==> src/rtl/irqc_pkg.sv <==
package irqc_pkg;
    localparam int IRQC_W   = 32;
    localparam int HALF_W   = 16;
    localparam int NUM_SRC  = 3;
    // status bit set by each request source: dma, serial, audio
    localparam int SRC_BIT [NUM_SRC] = '{3, 7, 9};

    typedef struct packed {
        logic [IRQC_W-1:0] status;
        logic [IRQC_W-1:0] mask;
    } irqc_regs_t;
endpackage

==> src/rtl/irqc_decode.sv <==
module irqc_decode #(
    parameter int ADDR_W     = 12,
    parameter int DATA_W     = 32,
    parameter int LOW_W      = 16,
    parameter logic [ADDR_W-1:0] STATUS_OFS = 12'h070,
    parameter logic [ADDR_W-1:0] MASK_OFS   = 12'h074
) (
    input  logic              wr_en,
    input  logic [ADDR_W-1:0] wr_addr,
    input  logic              wr_wide,
    output logic              hit_status,
    output logic              hit_mask,
    output logic [DATA_W-1:0] lane_mask
);
    assign hit_status = wr_en && (wr_addr == STATUS_OFS);
    assign hit_mask   = wr_en && (wr_addr == MASK_OFS);

    for (genvar i = 0; i < DATA_W; i++) begin : g_lane
        if (i < LOW_W) begin : g_low
            assign lane_mask[i] = 1'b1;
        end else begin : g_high
            assign lane_mask[i] = wr_wide;
        end
    end
endmodule

==> src/rtl/irqc_srcmap.sv <==
module irqc_srcmap
    import irqc_pkg::*;
(
    input  logic [NUM_SRC-1:0] req,
    output logic [IRQC_W-1:0]  set_vec
);
    logic [NUM_SRC-1:0][IRQC_W-1:0] part;

    for (genvar s = 0; s < NUM_SRC; s++) begin : g_src
        assign part[s] = {{(IRQC_W-1){1'b0}}, req[s]} << SRC_BIT[s];
    end

    always_comb begin
        set_vec = '0;
        for (int s = 0; s < NUM_SRC; s++) begin
            set_vec = set_vec | part[s];
        end
    end
endmodule

==> src/rtl/irqc_regs.sv <==
module irqc_regs
    import irqc_pkg::*;
(
    input  logic              clk,
    input  logic              rst_n,
    input  logic              hit_status,
    input  logic              hit_mask,
    input  logic [IRQC_W-1:0] lane_mask,
    input  logic [IRQC_W-1:0] wdata,
    input  logic [IRQC_W-1:0] set_vec,
    output logic [IRQC_W-1:0] status_q,
    output logic [IRQC_W-1:0] mask_q
);
    irqc_regs_t regs_d, regs_q;

    always_comb begin
        regs_d = regs_q;
        if (hit_status) begin
            // unwritten lanes keep their bits; written lanes are ANDed
            regs_d.status = regs_q.status & (wdata | ~lane_mask);
        end
        // requests come after the acknowledge so they win a collision
        regs_d.status = regs_d.status | set_vec;
        if (hit_mask) begin
            regs_d.mask = (regs_q.mask & ~lane_mask) | (wdata & lane_mask);
        end
    end

    always_ff @(posedge clk) begin
        if (!rst_n) begin
            regs_q <= '0;
        end else begin
            regs_q <= regs_d;
        end
    end

    assign status_q = regs_q.status;
    assign mask_q   = regs_q.mask;
endmodule

==> src/rtl/irq_status_ctrl.sv <==
module irq_status_ctrl
    import irqc_pkg::*;
#(
    parameter int ADDR_W = 12,
    parameter logic [ADDR_W-1:0] STATUS_OFS = 12'h070,
    parameter logic [ADDR_W-1:0] MASK_OFS   = 12'h074
) (
    input  logic              clk,
    input  logic              rst_n,
    input  logic              req_dma,
    input  logic              req_serial,
    input  logic              req_audio,
    input  logic              wr_en,
    input  logic [ADDR_W-1:0] wr_addr,
    input  logic              wr_wide,
    input  logic [IRQC_W-1:0] wr_data,
    input  logic [ADDR_W-1:0] rd_addr,
    output logic [IRQC_W-1:0] rd_data,
    output logic              cpu_irq
);
    logic              hit_status, hit_mask;
    logic [IRQC_W-1:0] lane_mask, set_vec;
    logic [IRQC_W-1:0] status_q, mask_q;
    logic [NUM_SRC-1:0] req_vec;

    assign req_vec = {req_audio, req_serial, req_dma};

    irqc_decode #(
        .ADDR_W(ADDR_W), .DATA_W(IRQC_W), .LOW_W(HALF_W),
        .STATUS_OFS(STATUS_OFS), .MASK_OFS(MASK_OFS)
    ) u_decode (
        .wr_en(wr_en), .wr_addr(wr_addr), .wr_wide(wr_wide),
        .hit_status(hit_status), .hit_mask(hit_mask), .lane_mask(lane_mask)
    );

    irqc_srcmap u_srcmap (.req(req_vec), .set_vec(set_vec));

    irqc_regs u_regs (
        .clk(clk), .rst_n(rst_n),
        .hit_status(hit_status), .hit_mask(hit_mask),
        .lane_mask(lane_mask), .wdata(wr_data), .set_vec(set_vec),
        .status_q(status_q), .mask_q(mask_q)
    );

    always_comb begin
        if (rd_addr == STATUS_OFS)    rd_data = status_q;
        else if (rd_addr == MASK_OFS) rd_data = mask_q;
        else                          rd_data = '0;
    end

    assign cpu_irq = |(status_q & mask_q);
endmodule

==> config.mk <==
export PLATFORM = sky130hd
export DESIGN_NAME = irq_status_ctrl
export DESIGN_NICKNAME = d
export VERILOG_FILES = /design/src/rtl/irqc_pkg.sv /design/src/rtl/irqc_decode.sv /design/src/rtl/irqc_srcmap.sv /design/src/rtl/irqc_regs.sv /design/src/rtl/irq_status_ctrl.sv
export SDC_FILE = /design/constraint.sdc
export NUM_CORES = 1
export LEC_CHECK = 0
export CELL_PAD_IN_SITES_DETAIL_PLACEMENT = 1
export CELL_PAD_IN_SITES_GLOBAL_PLACEMENT = 1
export CORE_MARGIN = 10
export CORE_UTILIZATION = 47
export DETAILED_ROUTE_END_ITERATION = 16
export DONT_BUFFER_PORTS = 1
export GPL_TIMING_DRIVEN = 1
export PLACE_DENSITY_LB_ADDON = 0.1
export SETUP_SLACK_MARGIN = 0.05
export SYNTH_ARGS = -nofsm -noshare
export SYNTH_HDL_FRONTEND = slang
export SYNTH_HIERARCHICAL = 1
export SYNTH_SLANG_ARGS = --single-unit
==> constraint.sdc <==
create_clock -name clk -period 2.24 [get_ports clk]
set_input_delay 0.224 -clock clk [delete_from_list [all_inputs] [get_ports clk]]
set_output_delay 0.224 -clock clk [all_outputs]
set_load 0.01 [all_outputs]
# [After elaboration in Yosys (flattened, before gate mapping)]
# Index checks and enable logic that the tools add are counted.
[totals] inputBits=63 regBits=64 wordCells=22 output_inout_bits=33
[classes] reduce_logical=3 bitwise=10 n_eq_ne=4 n_mux=3
[op_table] op="bitwise AND 32 bit" count=4
[op_table] op="2-to-1 mux 32 bit" count=3
[op_table] op="OR 32 bit" count=2
[op_table] op="equality test 12 x 7 -> 1 bit (second input constant)" count=4
[op_table] op="NOT 32 bit" count=1
[op_table] op="OR 32 x 10 -> 32 bit" count=1
[op_table] op="OR reduction 32 bit" count=1
[op_table] op="OR 8 x 10 -> 10 bit" count=1
[op_table] op="OR 4 x 8 -> 8 bit" count=1
[op_table] op="logical AND 1 bit" count=2

# [Depth between registers and ports, before layout]
# Gate-level depths: netlist (run 1).
[logic_depth] ltp_word=5 ltp_mapped=5 depth_no_buf=4

# [Cells and area by module]
# Netlist (run 1), hierarchy kept.
[by_module_without_submodules] module="irqc_regs" cells_each=305 n_inst=1 seq_area_each_um2=1281.2 area_each_um2=2756.4
[by_module_without_submodules] module="irq_status_ctrl" cells_each=96 n_inst=1 seq_area_each_um2=0.0 area_each_um2=661.9
[by_module_without_submodules] module="irqc_decode" cells_each=39 n_inst=1 seq_area_each_um2=0.0 area_each_um2=305.3
[by_module_without_submodules] module="irqc_srcmap" cells_each=33 n_inst=1 seq_area_each_um2=0.0 area_each_um2=244.0

# [Worst setup path after synthesis (run 1)]
# No wires, ideal clock.
[synth_timing] kind="input-to-reg" start="input wr_addr[11]" end="register (tool-made name)" setup_ps=118 cell_stages=5 arrival_time_ps=1583 setup_slack_ps=538 n_path_buf=1 path_cell_list="or4b_1 > nor4_2 > buf_2 > nand2_1 > mux2i_1"
[synth_rtl] element="start: declaration" line_no="irq_status_ctrl.sv:14" rtl="input logic [ADDR_W-1:0] wr_addr,"

# [Final worst setup path (run 1)]
[layout_timing] start="register u_regs.regs_q[33] (netlist: u_regs/status_q[1])" end="output cpu_irq"
[layout_between] elab_chain_len=2
[layout_rtl] element="start: declaration" line_no="irqc_regs.sv:14" rtl="irqc_regs_t regs_d, regs_q;"
[layout_rtl] element="start signal: assignment" line_no="irqc_regs.sv:33" rtl="regs_q <= regs_d;"
[layout_rtl] element="bitwise AND 32 bit" line_no="irq_status_ctrl.sv:51" rtl="assign cpu_irq = |(status_q & mask_q);"
[layout_rtl] element="OR reduction 32 bit" line_no="irq_status_ctrl.sv:51"
[layout_rtl] element="end: declaration" line_no="irq_status_ctrl.sv:19" rtl="output logic cpu_irq"
# No other way between the ends.

==> results of run 1 <==
==> worst max-delay path: cells and delay by family, from the launching register on <==
family | cells | cell delay [ns]
compound gates | 1 | 0.29
flops | 1 | 0.33
simple gates | 2 | 0.76
==> what timing repair did <==
| item | CTS | global route |
|---|---|---|
| hold buffers | 4 | 1 |
| hold endpoints to repair | 4 | 1 |
| endpoints found under the setup margin | 0 | 0 |
==> power by group <==
| part | internal, mW | leakage (nW) | total [mW] | switching, mW |
|---|---|---|---|---|
| Combinational | 0.0677 | 1.37 | 0.126 | 0.0579 |
| Clock | 0.423 | 0.0878 | 0.888 | 0.465 |
| Sequential | 1.18 | 0.526 | 1.21 | 0.0352 |
| Total | 1.67 | 1.98 | 2.23 | 0.558 |
==> placed cells by master (no fill, tap or decap) <==
master and instances:
a22oi_1 15, a22oi_2 1, and4bb_1 30, buf_12 2, buf_4 33, clkbuf_8 10
clkinv_2 4, clkinvlp_4 2, conb_1 45, dfxtp_1 64, dlygate4sd3_1 5, mux2i_1 64
nand2_1 96, nand3_1 1, nand4_1 4, nand4b_1 1, nor2_1 64, nor3_1 1
nor4_4 2, nor4b_1 1, nor4bb_1 3, o21ai_0 30, o21ai_1 2, or4_1 2
or4b_1 2
==> layer usage <==
metal	track usage [%]	vias up	wire length [um]
met1	19.7	1497	4630
met3	5.74	6	810
met5	0	-	0
met2	28.6	64	5200
li1	-	1533	-
met4	5.66	0	94
==> final cells by class <==
type                    count  area [sq um]  area share [%]
well taps                 105           131            3.16
flip-flops and latches     64          1280            30.8
multi-input cells         364          2230            53.7
repair buffers             40           338            8.13
clock buffers              10           138            3.31
clock inverters             6          35.0           0.843
==> worst min path at each step <==
stage	slack (ns)	from	depth (start not counted)	end
floorplan	0.36	wr_data[1]	2	u_regs/status_q[1]
global placement	0.36	wr_data[1]	2	u_regs/status_q[1]
detailed placement	0.37	wr_data[3]	2	flip-flop
CTS	0.0002	wr_data[19]	2	flip-flop
global route	0.000006	wr_data[20]	2	flip-flop
finish	0.01	wr_data[13]	2	flip-flop
==> cells by family (layout without fill, tap and decap cells) <==
family                 after synthesis  in the layout  synth area share, %
AND/OR/NAND/NOR                    207            207                 28.2
buffers and inverters               88             56                 16.0
multiplexers                        64             64                 16.1
flip-flops                          64             64                 32.3
AO/OA/AOI/OAI                       48             48                 7.19
other                                2             45                0.189
==> metrics by stage <==
step                      hold WS [ns]  cells  util, %  power (mW)
after floorplan                  0.363    516        -        1.45
after global placement           0.365    568     47.8        1.34
after CTS                     0.000179    588     50.4        2.25
after detailed placement         0.370    568     47.8        1.35
after global routing        0.00000602    589     50.6        2.34
final                           0.0106    589     50.6        2.23
==> impl_metrics.tcl, run 1 <==
set metrics [dict create \
    status "finished, final reports clean" \
    fin_crit_sh_pct 87.0 \
    max-vdd-ir-drop_mv 0.298 \
    r2r_end "u_regs/status_q[29]" \
    final_cell_area_sq_mm 0.00415 \
    syn-cell-area_sq_mm 0.00397 \
    avgSynthCellArea_sq_um 8.39 \
    required_ns 2.02 \
    hp-class "input port to flip-flop" \
    grt_pass1_wl_um 17400 \
    vias_per_cell 5.26 \
    grt_setup_unrepaired "false" \
    critical_path_class "flip-flop to output port" \
    syn_to_final_growth_pct 4.70 \
    grt_usage_pct 17.0 \
    finClkSkew_ns 0 \
    worstPathArrival_ns 1.72 \
    max_cap_violations 0 \
    ys.flop_type "dfxtp_1" \
    synth-edff-count 0 \
    synth_area_leaders "dfxtp_1 (32%), mux2i_1 (16%), buf_4 (12%)" \
    root_buffer "clkbuf_8" \
    r2r_setup_slack_ns 1.51 \
    syn_inst 473 \
    dp_hpwl_um 7500 \
    portBuffers 0 \
    post-place-ws_ns 0.325 \
    drc 0 \
    first_pass_iters 4 \
    cts_setup_buffers 0 \
    yosysMostFrequentCell "nand2_1" \
    cp_cell_sequence "a22oi_1 > nand4_1 > or4_1" \
    dieArea_sq_mm 0.0125 \
    routed_wl_um 10700 \
    hold_viol_final 0 \
    setup_viol 0 \
    grt-ovfl-total 0 \
    final_nets 542 \
    place.gp.congestion 0.710 \
    core_sq_mm 0.00822 \
    ys_ff_latch 64 \
    ios 96 \
    cp_slowest_cell "or4_1" \
    fmax_mhz 513 \
    synth_common_cells "nand2_1 (96), buf_4 (65), dfxtp_1 (64), mux2i_1 (64), nor2_1 (64)" \
    drive_above_1_share_pct 11.2 \
    min_period_ns 1.95 \
    die_height_um 112 \
    slew_violations 0 \
    cts_inserted_buffers 9 \
    wl_per_cell_um 18.2 \
    r2r-start "u_regs/status_q[29]" \
    path_clk_slew_ns 0.07 \
    end_kind "output port" \
    synthArstFlopShare_pct 0 \
    clockBufferDepth 2 \
    dpl-instance-area_sq_mm 0.00393 \
    numClockSinks 64 \
    critPathMaxFanout 3 \
    synth_top_area_share_pct 32.3 \
    leakagePower_nw 1.98 \
    fill_cells 1027 \
    power.density_mw_per_mm2 536 \
    postRouteAntennaNets 0 \
    placementRows 33 \
    grt_pass1_vias 3386 \
    diodes 0 \
    synth_cell_type_count 22 \
    insertion_delay_ns 0.34 \
    crit_end "cpu_irq" \
    synth_area_leader_cell "dfxtp_1" \
    postLayoutSetupSlackWorst_ns 0.292 \
    drtIter0Drc 110 \
    ctsResizeCount 0 \
    yosys_warnings 6 \
    antenna_found_initial 0 \
    initial_core_util_pct 48.3 \
    h-tree-depth 3 \
    startpoint_type "flip-flop" \
    grt_max_degree 97 \
    die_w_um 112 \
    setup_tns_ns 0 \
    ys_seq_area_share_pct 32.3 \
    vias 3100 \
    crit_start "u_regs/status_q[1]" \
    slowest_delay_ns 0.62 \
    ff2ff_path_depth 2 \
    cts_tree "yes" \
]
No activity file was read; power rests on OpenSTA's default activity.
==> inputs of run 2 (changes only) <==
- CORE_UTILIZATION: 47 -> 35
- MAX_ROUTING_LAYER: default -> met4
==> run 2 against run 1 <==
Compared with the run above: via count is 0.29% lower; register-to-register slack improved by 0.04 ns; clock power up 61%; worst setup slack lost 0.13 ns; die area is 28% higher; sequential power about the same; core utilization down 12 points; total power rose by 24%; highest routed layer unchanged.
==> impl_metrics.tcl, run 2 (synthesis results as in run 1) <==
set metrics [dict create \
    fin_crit_sh_pct 93.0 \
    hold_viol_final 0 \
    max_cap_violations 0 \
    drtIter0Drc 110 \
    status "finished, final reports clean" \
    antenna_found_initial 0 \
    clkPwrFrac_pct 51.8 \
    p_sw_share_pct 21.7 \
    slew_violations 0 \
    first_pass_iters 4 \
    numClockSinks 64 \
    wl_per_cell_um 17.9 \
    ios 96 \
    grt_pass1_vias 3441 \
    cts_tree "yes" \
    initial_core_util_pct 36.1 \
    diodes 0 \
    setup_viol 0 \
    finClkSkew_ns 0 \
    routed_wl_um 11100 \
    insertion_delay_ns 0.34 \
    end_kind "output port" \
    setup_tns_ns 0 \
    final_nets 537 \
    p_int_mw 2.16 \
    min_period_ns 2.08 \
    p_total_mw 2.76 \
    power.density_mw_per_mm2 645 \
    cp_slowest_cell "or4_1" \
    syn_to_final_growth_pct 7.76 \
    postRouteAntennaNets 0 \
    clockBufferDepth 2 \
    cts_inserted_buffers 9 \
    path_delay_family "simple AND/OR/NAND/NOR gates" \
    die_height_um 126 \
    p_switching_mw 0.598 \
    max-vdd-ir-drop_mv 0.387 \
    slowest_delay_ns 0.65 \
    place.gp.congestion 0.753 \
    leakagePower_nw 2.03 \
    grt_setup_unrepaired "false" \
    placementRows 38 \
    crit_buf_inv 0 \
    cts.hold.buffers_added 0 \
    cp_cell_sequence "a22oi_1 > nand4_1 > or4_1" \
    grt_max_degree 97 \
    die_w_um 126 \
    dp_hpwl_um 7650 \
    p_seq_share_pct 44.1 \
    ctsResizeCount 0 \
    vias 3091 \
    h-tree-depth 3 \
    final_cell_mix "nand2_1 (96), mux2i_1 (64), nor2_1 (64), dfxtp_1 (64), conb_1 (45)" \
    vias_per_cell 4.99 \
    fmax_mhz 480 \
    worstPathArrival_ns 1.86 \
    p_comb_share_pct 4.1 \
    dp_cells 603 \
    cts_setup_buffers 0 \
    grt_pass1_wl_um 18000 \
    grt_usage_pct 14.4 \
    drc 0 \
    critical_path_class "flip-flop to output port" \
    fin_cells 619 \
    startpoint_type "flip-flop" \
    root_buffer "clkbuf_16" \
    final_common_cell "nand2_1" \
    dieArea_sq_mm 0.0160 \
    fill_cells 1337 \
    hp-class "input port to flip-flop" \
    multi_input_area_sq_mm 0.00223 \
    regArea_sq_mm 0.00128 \
    portBuffers 0 \
    critPathMaxFanout 3 \
    required_ns 2.02 \
    grt-ovfl-total 0 \
    fin_util_pct 38.9 \
    path_clk_slew_ns 0.06 \
    drive_above_1_share_pct 10.9 \
    core_sq_mm 0.0110 \
]
## run 2: cell types whose count changed in the layout (fill, tap and decap cells not counted)
| cell | before | now |
|---|---|---|
| clkbuf_16 | 0 | 9 |
| clkbuf_8 | 10 | 2 |
| dlygate4sd3_1 | 5 | 0 |
| clkbuf_1 | 0 | 2 |
| clkinv_2 | 4 | 2 |
| clkinvlp_4 | 2 | 0 |
| bufinv_16 | 0 | 1 |
## run 2: through the flow
stage	hold slack (ns)	area, sq um	worst slack (ns)
finish	0.0181	4280	0.157
global route	0.0213	4280	0.113
CTS	0.00670	4280	0.178
detailed placement	0.370	3980	0.299
global placement	0.365	3980	0.329
floorplan	0.363	4130	0.538
## run 2: cell type report
cell class	count	share of cell area [%]
Clock buffer	13	6.09
Sequential cell	64	30.0
Timing Repair Buffer	35	6.73
Multi-Input combinational cell	364	52.2
Clock inverter	3	0.936
Tap cell	140	4.10
## run 2: layer usage
metal / track usage (%) / share of wire, % / vias to the layer above
met3: 5.37 / 7.2 / 9
met1: 15.8 / 44 / 1486
li1: - / - / 1527
met2: 23.8 / 48 / 69
met5: - / 0 / -
met4: 4.62 / 1.3 / 0
## run 2: worst paths after layout
check                   endpoint                 from  depth (start not counted)  slack (ns)
min                    flip-flop          wr_data[31]                          2        0.02
max reg2reg  u_regs/status_q[13]  u_regs/status_q[13]                          2        1.55
max                      cpu_irq   u_regs/status_q[7]                          3        0.16
min reg2reg            flip-flop            flip-flop                          2        0.47
## run 2: power groups by stage
stage | Clock [mW] | Combinational (mW) | Sequential [mW]
floorplan | 0 | 0.226 | 1.23
global placement | 0 | 0.106 | 1.24
detailed placement | 0 | 0.111 | 1.24
CTS | 1.48 | 0.112 | 1.22
global route | 1.52 | 0.135 | 1.22
finish | 1.43 | 0.114 | 1.22
==> inputs of run 3 (changes only) <==
- CORE_UTILIZATION: 35 -> 25
==> run 3 against run 2 <==
Compared with the run above: sequential share of layout area increased by 0.17 points; first-iteration DRC count increased by 6.4%; largest cell class unchanged; register-to-register slack about the same; total power decreased by 1.2%; global-route usage decreased by 2.7 points; die area increased by 33%; critical path type unchanged; via count decreased by 4.1%; non-clock buffer count decreased by 14.
==> impl_metrics.tcl, run 3 (synthesis results as in run 1) <==
set metrics [dict create \
    status "finished, final reports clean" \
    final_common_cell "nand2_1" \
    routed_wl_um 12200 \
    power.density_mw_per_mm2 642 \
    cp_cell_sequence "a22oi_1 > nand4_1 > or4_1" \
    initial_core_util_pct 25.8 \
    cts_setup_buffers 0 \
    p_int_mw 2.12 \
    wl_met3_um 721 \
    clkPwrFrac_pct 51.2 \
    r2r-start "u_regs/status_q[28]" \
    top_layer_used "met4" \
    clockBufferDepth 2 \
    vias 2964 \
    final_cell_area_sq_mm 0.00425 \
    fin_crit_sh_pct 89.5 \
    grt_setup_unrepaired "false" \
    numClockSinks 64 \
    wl_per_cell_um 18.0 \
    h-tree-depth 3 \
    fill_cells 1825 \
    core_sq_mm 0.0154 \
    ios 96 \
    fin_cells 675 \
    setup_tns_ns 0 \
    final_cell_mix "nand2_1 (96), mux2i_1 (64), nor2_1 (64), dfxtp_1 (64), conb_1 (45)" \
    root_buffer "clkbuf_16" \
    cp_slowest_cell "or4_1" \
    postRouteAntennaNets 0 \
    first_pass_iters 4 \
    worstPathArrival_ns 1.78 \
    end_kind "output port" \
    cts_inserted_buffers 9 \
    portBuffers 0 \
    dieArea_sq_mm 0.0213 \
    hp-class "input port to flip-flop" \
    hold_viol_final 0 \
    fmax_mhz 499 \
    worstHoldPathCells 2 \
    dpl-instance-area_sq_mm 0.00396 \
    die_w_um 146 \
    grt_pass1_wl_um 19000 \
    min_period_ns 2.01 \
    dp_hpwl_um 8550 \
    startpoint_type "flip-flop" \
    slew_violations 0 \
    vias_per_cell 4.39 \
    setup_viol 0 \
    path_clk_slew_ns 0.05 \
    ctsResizeCount 0 \
    placementRows 45 \
    crit_start "u_regs/status_q[1]" \
    grt-ovfl-total 0 \
    met1Wirelength_um 5820 \
    dp_cells 660 \
    syn_to_final_growth_pct 7.16 \
    max-vdd-ir-drop_mv 0.305 \
    grt_usage_pct 11.7 \
    max_cap_violations 0 \
    cts_tree "yes" \
    grt_pass1_vias 3192 \
    final_nets 523 \
    p_switching_mw 0.605 \
    wl_met2_um 5480 \
    ff2ff_path_depth 2 \
    p_comb_share_pct 4.3 \
    p_seq_share_pct 44.6 \
    critPathMaxFanout 3 \
    grt_max_degree 97 \
    diodes 0 \
    leakagePower_nw 1.94 \
    insertion_delay_ns 0.33 \
    die_height_um 146 \
    slowest_delay_ns 0.68 \
    p_sw_share_pct 22.2 \
    cts.hold.buffers_added 0 \
    drtIter0Drc 117 \
    drc 0 \
    drive_above_1_share_pct 8.41 \
    place.gp.congestion 0.725 \
    required_ns 2.02 \
    fin_hold_ws_ns 0.0262 \
    critical_path_class "flip-flop to output port" \
    min-delay-start "wr_data[31]" \
    finClkSkew_ns 0 \
    antenna_found_initial 0 \
]
## run 3: final timing paths
| check | to | slack, ns |
|---|---|---|
| min | flip-flop | 0.03 |
| max | cpu_irq | 0.23 |
| max reg2reg | u_regs/status_q[28] | 1.55 |
| min reg2reg | flip-flop | 0.48 |
## run 3: power groups by stage
stage	sequential, mW	clock (mW)	combinational, mW
after floorplan	1.23	0	0.226
after global placement	1.24	0	0.109
after detailed placement	1.24	0	0.113
after CTS	1.22	1.45	0.114
after global routing	1.22	1.50	0.136
final	1.22	1.40	0.116
## run 3: layout make-up
type / instances / area, sq um / area share (%)
Clock buffer: 11 / 243 / 5.71
Clock inverter: 4 / 45.0 / 1.06
Multi-Input combinational cell: 364 / 2240 / 52.6
Sequential cell: 64 / 1280 / 30.1
Tap cell: 211 / 264 / 6.21
Timing Repair Buffer: 21 / 183 / 4.30
## run 3: critical path, delay by kind of cell (launching register included)
kind | cells | cell delay, ns
flops | 1 | 0.32
compound gates | 1 | 0.29
simple gates | 2 | 0.84
## run 3: stage by stage
stage               setup WS (ns)  power (mW)  util [%]
floorplan                   0.538        1.45         -
global placement            0.320        1.35      25.8
detailed placement          0.293        1.35      25.8
CTS                         0.184        2.78      27.7
global route                0.150        2.86      27.7
finish                      0.235        2.73      27.7
## run 3: routing by layer
layer  global-route usage, %  vias up
met5                       -        -
met4                    4.05        0
met3                    3.79       10
met2                    17.6       62
met1                    14.4     1402
li1                        -     1490
